## config.mk

```make
export PLATFORM = sky130hd
export DESIGN_NAME = pace_interval_timer
export DESIGN_NICKNAME = d
export VERILOG_FILES = /design/src/rtl/pace_timer_pkg.sv /design/src/rtl/pace_stage_reg.sv /design/src/rtl/pace_count_stage.sv /design/src/rtl/pace_interval_timer.sv
export SDC_FILE = /design/constraint.sdc
export NUM_CORES = 1
export LEC_CHECK = 0
export BUFFER_PORTS_ARGS = -buffer_cell sky130_fd_sc_hd__buf_2
export CORE_MARGIN = 1
export CORE_UTILIZATION = 50
export DETAILED_ROUTE_END_ITERATION = 6
export PLACE_DENSITY = 0.79
export SETUP_SLACK_MARGIN = 0.05
export SYNTH_ARGS = -nofsm -noshare
export SYNTH_HDL_FRONTEND = slang
export SYNTH_SLANG_ARGS = --single-unit
```

## constraint.sdc

```tcl
create_clock -name clk -period 1.9 [get_ports clk]
set_clock_uncertainty 0.05 [all_clocks]
set_input_delay 0.285 -clock clk [delete_from_list [all_inputs] [get_ports clk]]
set_output_delay 0.285 -clock clk [all_outputs]
set_load 0.01 [all_outputs]
```

## src/rtl/pace_timer_pkg.sv

```systemverilog
package pace_timer_pkg;
    localparam int PACE_W  = 16;
    localparam int STAGE_W = 4;

    typedef logic [PACE_W-1:0] pace_t;

    typedef struct packed {
        logic  wr;
        pace_t data;
    } pace_write_t;

    function automatic logic is_terminal(input pace_t v);
        return &v;
    endfunction
endpackage

```

## src/rtl/pace_stage_reg.sv

```systemverilog
module pace_stage_reg #(
    parameter int W = 16
) (
    input  logic         clk,
    input  logic         rst,
    input  logic         wr,
    input  logic [W-1:0] wdata,
    output logic [W-1:0] stored
);
    always_ff @(posedge clk) begin
        if (rst)
            stored <= '1;
        else if (wr)
            stored <= wdata;
    end
endmodule

```

## src/rtl/pace_count_stage.sv

```systemverilog
module pace_count_stage #(
    parameter int W = 4
) (
    input  logic         clk,
    input  logic         rst,
    input  logic         load,
    input  logic [W-1:0] load_val,
    input  logic         advance,
    input  logic         ones_in,
    output logic [W-1:0] cnt_q,
    output logic         ones_out
);
    // ones_in: every lower stage is all-ones, so this stage takes the carry
    assign ones_out = ones_in & (&cnt_q);

    always_ff @(posedge clk) begin
        if (rst)
            cnt_q <= '1;
        else if (load)
            cnt_q <= load_val;
        else if (advance && ones_in)
            cnt_q <= cnt_q + 1'b1;
    end
endmodule

```

## src/rtl/pace_interval_timer.sv

```systemverilog
module pace_interval_timer
    import pace_timer_pkg::*;
#(
    parameter int PACE_WIDTH = PACE_W,
    parameter int STAGE_WIDTH = STAGE_W
) (
    input  logic                  clk,
    input  logic                  rst,
    input  logic                  pace_wr,
    input  logic [PACE_WIDTH-1:0] pace_wdata,
    input  logic                  reload,
    input  logic                  int_pace_off,
    output logic [PACE_WIDTH-1:0] timer_val,
    output logic                  seq_hold
);
    localparam int NSTAGE = PACE_WIDTH / STAGE_WIDTH;

    logic [PACE_WIDTH-1:0] pace_q;
    logic [NSTAGE:0]       ones_chain;
    logic                  term_cnt;
    logic                  advance;

    pace_stage_reg #(.W(PACE_WIDTH)) u_stage (
        .clk    (clk),
        .rst    (rst),
        .wr     (pace_wr),
        .wdata  (pace_wdata),
        .stored (pace_q)
    );

    assign ones_chain[0] = 1'b1;

    for (genvar s = 0; s < NSTAGE; s++) begin : g_stage
        pace_count_stage #(.W(STAGE_WIDTH)) u_cnt (
            .clk      (clk),
            .rst      (rst),
            .load     (reload),
            .load_val (pace_q[s*STAGE_WIDTH +: STAGE_WIDTH]),
            .advance  (advance),
            .ones_in  (ones_chain[s]),
            .cnt_q    (timer_val[s*STAGE_WIDTH +: STAGE_WIDTH]),
            .ones_out (ones_chain[s+1])
        );
    end

    // carry out of the most significant stage marks terminal count
    assign term_cnt = ones_chain[NSTAGE];
    assign advance  = ~term_cnt;
    assign seq_hold = ~term_cnt & ~int_pace_off;
endmodule

```

==> results of run 1 <==
flip-flops by register name, summed over array words and instances, names as in the netlist:
signal	cells
u_stage.stored	16
g_stage.u_cnt.cnt_q	16
per-layer routing:
layer	up-vias	wire length [µm]	track usage (%)
li1	695	-	-
met1	683	1710	29.2
met2	59	1910	38.8
met3	12	228	6.81
met4	0	124	12.2
met5	-	0	0
cell usage after synthesis, types with 3 or more instances:
master and n:
dfxtp_1 32, nor2b_1 18, a211o_1 16, a21oi_1 10, nor3_1 9, clkbuf_1 8
nor3b_1 6, mux2i_1 5, o21ai_0 5, ha_1 4, inv_1 3, nand2_1 3
nand3_2 3, o311a_1 3, xor2_1 3
area by class of cell:
| class | count | area share, % |
|---|---|---|
| multi-input cells | 116 | 47.4 |
| flip-flops and latches | 32 | 32.6 |
| repair buffers | 47 | 12.8 |
| well taps | 44 | 2.71 |
| clock inverters | 3 | 2.09 |
| clock buffers | 5 | 1.85 |
| inverters | 3 | 0.554 |
through the flow:
step / cell area, µm² / setup slack, ns
6_report: 2030 / -0.0773
5_1_grt: 2030 / -0.0329
4_1_cts: 1980 / 0.0513
3_5_place_dp: 1800 / 0.0578
3_3_place_gp: 1800 / 0.148
2_1_floorplan: 1590 / 0.143
power by group through the flow:
stage          Combinational (mW)  Clock [mW]  Sequential, mW
6_report                    0.540       0.514           0.804
5_1_grt                     0.582       0.550           0.810
4_1_cts                     0.488       0.528           0.798
3_5_place_dp                0.434           0           0.806
3_3_place_gp                0.415           0           0.799
2_1_floorplan               0.309           0           0.807
timing repair:
| action | 4_1_cts | 5_1_grt |
|---|---|---|
| buffers inserted | 5 | 4 |
| endpoints found under the setup margin | 1 | 1 |
| pin swaps | 1 | 2 |
| gates resized for setup | 18 | 5 |
cells by family (layout without fill, tap and decap cells):
logic type / count (synthesis) / after routing / synth area share, %
and+or+nand+nor: 58 / 58 / 26.6
AOI/OAI and AO/OA: 45 / 45 / 21.5
DFF: 32 / 32 / 40.2
buffers and inverters: 13 / 58 / 3.14
muxes: 5 / 5 / 3.14
adders and majority gates: 4 / 4 / 3.14
xor gates and xnor gates: 4 / 4 / 2.20
worst min path at each step:
stage,startpoint,endpoint,slack (ns),cells past startpoint
2_1_floorplan,pace_wdata[13],u_stage.stored[13],0.35,1
3_3_place_gp,u_stage.stored[5],g_stage[1].u_cnt.cnt_q[1],0.40,2
3_5_place_dp,u_stage.stored[5],g_stage[1].u_cnt.cnt_q[1],0.41,2
4_1_cts,pace_wdata[13],u_stage.stored[13],0.08,2
5_1_grt,pace_wdata[13],u_stage.stored[13],0.09,2
6_report,pace_wdata[11],u_stage.stored[11],0.1,2
critical path: cells and delay by family (launching register included):
| family | cells | cell delay (ns) |
|---|---|---|
| AOI/OAI and AO/OA | 3 | 0.95 |
| DFF | 1 | 0.38 |
| buffers and inverters | 1 | 0.20 |
| and+or+nand+nor | 1 | 0.10 |
| adders and majority gates | 1 | 0.22 |
==> results.ini, run 1 <==
[status]
outcome=finished with violations
violations=setup timing

[layout]
fin_nets=230
fin_cells=250
n_fill_cell=252
multiInputGateArea_um2=965
regArea_um2=662
drive_gt1_share_pct=38.3
diodes=0
mostFrequentLayoutCell=buf_2
layout_common_cells=buf_2, dfxtp_1, nor2b_1
layout-area-overhead-vs-synth_pct=27.7
final_util_pct=67.1

[setup_path]
ff2ff_path_depth=6
reg2reg_to=g_stage[1].u_cnt.cnt_q[2]
slowest_delay_ns=0.50
cp_slowest_cell=o311ai_0
timing.rr.start=g_stage[2].u_cnt.cnt_q[0]
crit_path_end=g_stage[1].u_cnt.cnt_q[2]
crit_path_start=g_stage[2].u_cnt.cnt_q[0]
cpMostUsedCell=o21ai_0
crit_path_start_kind=register
crit_chain=ha_2 > nand3_4 > buf_4 > o311ai_0 > o21ai_0 > o21ai_0
crit_fanout=6
cp_data_arrival_time_ns=2.19
cp-end-kind=register
cp.required_ns=2.11
criticalPathCategory=register to register
rrSetupSlack_ns=-0.08

[logic_synthesis]
ys_types=41
syn_nets=186
ys_async_sr_fraction_pct=0
synthCells=161
ys_seq_area_share_pct=40.2
yosysWarnings=0
synthTopCellsByArea=dfxtp_1, a211o_1, nor2b_1
netlist.area_leader.share_pct=40.2
postSynthAreaPerCell_um2=9.89
ys_seq_elements=32
synth_area_leader_cell=dfxtp_1
synth.cell_area_mm2=0.00159
synthFlopType=dfxtp_1
synth_edf_count=0

[power_and_ir_drop]
intPower_mw=1.27
cellPowerDensity_mw_per_mm2=914
p_total_mw=1.86
p_leak_nw=0.829
swShare_pct=31.8
power_frac_seq_pct=43.3
pwr-share-comb_pct=29.1
p_switching_mw=0.590
clkPwrFrac_pct=27.7
ir_drop_mv=0.639

[detailed_routing]
wire_per_inst_um=15.9
drtAntennaViolNets=0
first_iter_violations=80
wl_um=3970
dr.pass1.iters=4
drc=0
viasPerCell=5.80
vias=1449

[place]
port_buffers=37
dp_cells=233
hpwl_um=2490
gp_congestion=0.869

[hold_path]
hold_class=input port to register

[floorplan]
fp.dieH_um=58.4
std_cell_rows=20
start_util_pct=52.6
core_mm2=0.00303
io_pins=38
die_w_um=58.4
dieArea_mm2=0.00342

[sta]
hold_viol_final=0
holdWs_ns=0.0998
fmax_mhz=506
fin_ws_ns=-0.0773
setup_viol=1
tns_ns=-0.0773
drv_slew=0
relSlewSlack_pct=64.2
tightest_slew_ns=0.537
min_period_over_period_pct=104
rsz0062_at_grt=yes
period_minus_slack_ns=1.98

[clock_network]
clock-sinks=32
clk_pin_slew_ns=0.11
insertion_delay_ns=0.33
holdBufCountCts=0
clk_path_buf_depth=2
cts_tree=built
cts_made_buffers=5
htree_levels=2
root_buffer=clkbuf_4

[global_routing]
grt_pass1_vias=1354
antenna_found_initial=0
overflow=0
grt_pass1_wl_um=6120
grt_use_total_pct=24.0
grt_max_degree=33

[flow_run]
drv_cap=0

No activity file was read; power rests on OpenSTA's default activity.
==> inputs of run 2 (changes only) <==
==> constraint.sdc (replaced) <==
create_clock -name clk -period 1.9 [get_ports clk]
set_clock_uncertainty 0.05 [all_clocks]
set_input_delay 0.19 -clock clk [delete_from_list [all_inputs] [get_ports clk]]
set_output_delay 0.19 -clock clk [all_outputs]
set_load 0.01 [all_outputs]
==> run 2 against run 1 <==
  * The run now ends clean
  * Wire length shrank 14%
  * Largest cell class unchanged
  * Critical path type is now register to primary output
  * Total power is 8.1% lower
  * Clock power is 20% lower
  * Sequential power barely moved
  * Combinational power decreased by 8.1%
  * Flip-flop and latch count stayed put
==> results.ini, run 2 (synthesis results as in run 1) <==
[power_and_ir_drop]
p_leak_nw=0.807  ; -2.7%
ir_drop_mv=0.638  ; -0.20%
cellPowerDensity_mw_per_mm2=855  ; -6.5%

[clock_network]
clk_pin_slew_ns=0.10  ; about the same
clock-sinks=32  ; unchanged
cts_tree=built
cts_made_buffers=5  ; unchanged
clk_path_buf_depth=2  ; unchanged
htree_levels=2  ; unchanged
insertion_delay_ns=0.33  ; about the same
root_buffer=clkbuf_4

[setup_path]
cp_data_arrival_time_ns=1.50  ; -0.69 ns
cp-end-kind=primary output
cp.required_ns=1.66  ; -0.45 ns
crit_fanout=5  ; -1
crit_path_start_kind=register
criticalPathCategory=register to primary output

[floorplan]
core_mm2=0.00303  ; unchanged
dieArea_mm2=0.00342  ; unchanged
io_pins=38  ; unchanged
die_w_um=58.4  ; unchanged
fp.dieH_um=58.4  ; unchanged
std_cell_rows=20  ; unchanged
start_util_pct=52.6  ; unchanged

[sta]
hold_viol_final=0  ; unchanged
min_period_over_period_pct=91.8  ; -12 points
drv_slew=0  ; unchanged
tns_ns=0  ; +0.0773 ns
setup_viol=0  ; -1
holdWs_ns=0.0123  ; -0.0875 ns
rsz0062_at_grt=no
relSlewSlack_pct=53.0  ; -11 points
tightest_slew_ns=0.705  ; +0.168 ns
period_minus_slack_ns=1.74  ; -0.233 ns
fmax_mhz=573  ; +13%

[detailed_routing]
vias=1346  ; -7.1%
drc=0  ; unchanged
viasPerCell=5.43  ; -6.4%
drtAntennaViolNets=0  ; unchanged
wl_um=3400  ; -14%
dr.pass1.iters=4  ; unchanged
first_iter_violations=41  ; -49%
wire_per_inst_um=13.7  ; -14%

[layout]
fin_cells=248  ; -0.80%
layout_common_cells=buf_2, dfxtp_1, nor2b_1
fin_nets=228  ; -0.87%
largest_registers=g_stage.u_cnt.cnt_q: 16 flops, u_stage.stored: 16 flops
final_util_pct=66.0  ; -1.2 points
layout-area-overhead-vs-synth_pct=25.4
drive_gt1_share_pct=34.8  ; -3.5 points
mostFrequentLayoutCell=buf_2
diodes=0  ; unchanged

[global_routing]
grt_pass1_vias=1323  ; -2.3%
grt_use_total_pct=22.6  ; -1.4 points
grt_max_degree=44  ; +33%
grt_pass1_wl_um=5800  ; -5.3%
antenna_found_initial=0  ; unchanged
overflow=0  ; unchanged

[status]
outcome=completed

[place]
hpwl_um=2270  ; -8.9%
gp_congestion=0.828  ; -4.7%
dp_cells=232  ; -0.43%
port_buffers=37  ; unchanged

[hold_path]
hold_class=input port to register

[flow_run]
drv_cap=0  ; unchanged

-- run 2: changes by cell type in the layout (fill, tap and decap cells not counted) --
cell | previous run | this run
clkbuf_8 | 0 | 1
dlygate4sd3_1 | 0 | 4
ha_2 | 1 | 2
clkbuf_1 | 0 | 1
bufinv_16 | 1 | 0
buf_4 | 10 | 4
clkinv_2 | 1 | 0
ha_4 | 3 | 2
dfxtp_1 | 23 | 24
dfxtp_4 | 4 | 3
-- run 2: layer usage --
layer | wire, µm | track usage (%) | vias up
met5 | 0 | 0 | -
met4 | 44 | 10.2 | 0
met3 | 153 | 6.59 | 6
met2 | 1590 | 36.3 | 36
met1 | 1610 | 28.2 | 611
li1 | - | - | 693
-- run 2: worst paths after layout --
kind | start | slack [ns] | cells past startpoint | to
max | g_stage[1].u_cnt.cnt_q[0] | 0.16 | 5 | seq_hold
min | pace_wdata[13] | 0.01 | 2 | u_stage.stored[13]
max reg2reg | g_stage[2].u_cnt.cnt_q[0] | 0.16 | 6 | g_stage[2].u_cnt.cnt_q[3]
min reg2reg | u_stage.stored[7] | 0.44 | 2 | g_stage[1].u_cnt.cnt_q[3]
-- run 2: final cells by class --
type / instances / area (µm²)
flip-flops and latches: 32 / 658
inverters: 3 / 11.3
multi-input cells: 116 / 955
clock inverters: 1 / 7.51
well taps: 44 / 55.1
fillers: 239 / 1030
clock buffers: 7 / 55.1
repair buffers: 45 / 255
-- run 2: power breakdown --
group	internal, mW	total (mW)	switching (mW)
Combinational	0.246	0.496	0.250
Clock	0.181	0.409	0.228
Sequential	0.733	0.802	0.0692
-- run 2: timing repair --
item	in CTS	in global routing
resized for setup	12	8
hold endpoints to repair	4	0
endpoints found under the setup margin	1	2
buffers inserted	1	3
hold buffers	4	0
pin swaps	1	1
-- run 2: stage by stage --
stage	total power, mW	instance area, µm²	setup slack (ns)
floorplan	1.12	1590	0.143
global placement	1.21	1790	0.165
detailed placement	1.23	1790	0.0895
CTS	1.68	1950	0.0513
global route	1.81	2000	0.0543
finish	1.71	2000	0.156
-- run 2: worst max-delay path: stages (launching register included) --
cell     delay, ns
dfxtp_4       0.39
ha_4          0.16
nand3_4       0.13
nor4_4        0.30
nor2_1        0.06
buf_2         0.14
==> inputs of run 3 (changes only) <==
--- a/config.mk
+++ b/config.mk
@@ -9,7 +9,7 @@
 export CORE_MARGIN = 1
 export CORE_UTILIZATION = 50
 export DETAILED_ROUTE_END_ITERATION = 6
-export PLACE_DENSITY = 0.79
+export PLACE_DENSITY_LB_ADDON = 0.12
 export SETUP_SLACK_MARGIN = 0.05
 export SYNTH_ARGS = -nofsm -noshare
 export SYNTH_HDL_FRONTEND = slang
==> run 3 against run 2 <==
  * Register-to-register slack worse by 0.03 ns
  * Clock power up 27%
  * Final area up 4.9%
  * Combinational power up 3%
  * Die area unchanged
  * Non-clock buffer count up 9
  * Core utilization up 3.3 points
  * Cell count up 3.6%
  * Critical endpoint is now g_stage[2].u_cnt.cnt_q[3]
  * Wire length up 5.8%
  * Critical path type is now register to register
  * Via count up 3.9%
==> results.ini, run 3 (synthesis results as in run 1) <==
[status]
outcome=completed

[setup_path]
crit_fanout=7  ; +2
critical-path-top-delay-family=simple AND/OR/NAND/NOR gates
rrSetupSlack_ns=0.13  ; -0.03 ns
crit_chain=ha_2 > nand3_4 > buf_4 > o211ai_4 > or4_1 > o311a_1
cp.required_ns=2.09  ; +0.43 ns
criticalPathCategory=register to register
slowest_delay_ns=0.54  ; +0.15 ns
crit_buf_inv=1  ; unchanged
crit_path_start_kind=register
cp-end-kind=register
cp_slowest_cell=or4_1
cp_data_arrival_time_ns=1.96  ; +0.46 ns

[global_routing]
grt_pass1_wl_um=5850  ; +0.95%
grt_max_degree=44  ; unchanged
grt_pass1_vias=1243  ; -6.0%
grt_use_total_pct=22.8  ; +0.14 points
antenna_found_initial=0  ; unchanged
overflow=0  ; unchanged

[detailed_routing]
drtAntennaViolNets=0  ; unchanged
drc=0  ; unchanged
vias=1398  ; +3.9%
viasPerCell=5.44  ; +0.23%
first_iter_violations=66  ; +61%
dr.pass1.iters=4  ; unchanged
wire_per_inst_um=14.0  ; +2.1%
wl_um=3600  ; +5.8%

[floorplan]
core_mm2=0.00303  ; unchanged
dieArea_mm2=0.00342  ; unchanged
start_util_pct=52.6  ; unchanged
std_cell_rows=20  ; unchanged
io_pins=38  ; unchanged
fp.dieH_um=58.4  ; unchanged
die_w_um=58.4  ; unchanged

[layout]
fin_area_mm2=0.00210  ; +4.9%
fin_nets=237  ; +3.9%
drive_gt1_share_pct=33.8  ; -1.0 points
n_fill_cell=248  ; +3.8%
regArea_um2=656  ; -0.38%
final_util_pct=69.2  ; +3.3 points
mostFrequentLayoutCell=buf_2
multiInputGateArea_um2=955  ; unchanged
layout-area-overhead-vs-synth_pct=31.6
largest_registers=g_stage.u_cnt.cnt_q: 16 flops, u_stage.stored: 16 flops
layout_common_cells=buf_2, dfxtp_1, nor2b_1
diodes=0  ; unchanged

[sta]
period_minus_slack_ns=1.77  ; +0.0294 ns
drv_slew=0  ; unchanged
setup_viol=0  ; unchanged
tightest_slew_ns=0.686  ; -0.0189 ns
tns_ns=0  ; unchanged
fmax_mhz=564  ; -1.7%
relSlewSlack_pct=54.3  ; +1.3 points
min_period_over_period_pct=93.4  ; +1.5 points
hold_viol_final=0  ; unchanged
holdWs_ns=0.0126  ; +0.000310 ns
rsz0062_at_grt=no

[clock_network]
cts_tree=built
clk_pin_slew_ns=0.10  ; about the same
clk_path_buf_depth=2  ; unchanged
cts_made_buffers=5  ; unchanged
root_buffer=clkbuf_4
clock-sinks=32  ; unchanged
insertion_delay_ns=0.34  ; about the same
htree_levels=2  ; unchanged

[power_and_ir_drop]
p_total_mw=1.84  ; +7.7%
ir_drop_mv=0.514  ; -19%
p_leak_nw=0.856  ; +6.1%
cellPowerDensity_mw_per_mm2=877  ; +2.6%

[place]
hpwl_um=2240  ; -1.2%
place_area_mm2=0.00179  ; unchanged
gp_congestion=0.825  ; -0.36%
port_buffers=37  ; unchanged

[hold_path]
hold_class=input port to register

[flow_run]
drv_cap=0  ; unchanged

## run 3: cell count changes in the layout (fill, tap and decap cells not counted)
cell / change
clkinvlp_4: -1
bufinv_16: +1
dfxtp_2: +1
clkbuf_8: -1
dfxtp_4: -1
buf_4: +1
dlygate4sd3_1: +8
clkinv_2: +1
## run 3: what timing repair did
action,CTS,global route
hold endpoints to repair,12,0
endpoints found under the setup margin,1,5
setup buffers,1,4
gates resized for setup,8,11
hold buffers,12,0
pin swaps,1,1
## run 3: final timing paths
path                          endpoint                      start  cells past startpoint
max          g_stage[2].u_cnt.cnt_q[3]  g_stage[2].u_cnt.cnt_q[0]                      6
min                 u_stage.stored[15]             pace_wdata[15]                      2
max reg2reg  g_stage[2].u_cnt.cnt_q[3]  g_stage[2].u_cnt.cnt_q[0]                      6
min reg2reg  g_stage[1].u_cnt.cnt_q[3]          u_stage.stored[7]                      2
## run 3: power breakdown
group	internal, mW	total (mW)	switching [mW]
clock network	0.276	0.521	0.246
logic	0.260	0.513	0.253
registers	0.733	0.803	0.0702
total	1.27	1.84	0.568
## run 3: area by class of cell
cell class                 instances  share of cell area (%)
tap                               44                    2.63
multi-input combinational        116                    45.6
inverter                           3                   0.537
clock inverter                     2                    1.67
sequential                        32                    31.3
clock buffer                       6                    1.97
timing repair buffer              54                    16.4
## run 3: routing by layer
metal / wire, µm / global-route usage [%]
met1: 1640 / 30.3
met2: 1720 / 35.0
met3: 207 / 7.47
met4: 34 / 7.48
met5: 0 / 0
## run 3: worst reg2reg max path: cells and delay by family, from the launching register on
family	cells	cell delay (ns)
adders and majority gates	1	0.20
DFF	1	0.36
AOI/OAI and AO/OA	2	0.24
and+or+nand+nor	2	0.68
buffers and inverters	1	0.15
## run 3: per-stage QoR
stage,std cells,setup slack [ns]
after CTS,253,0.0540
final,257,0.126
after global placement,232,0.163
after detailed placement,232,0.120
after floorplan,161,0.143
after global routing,257,0.0640
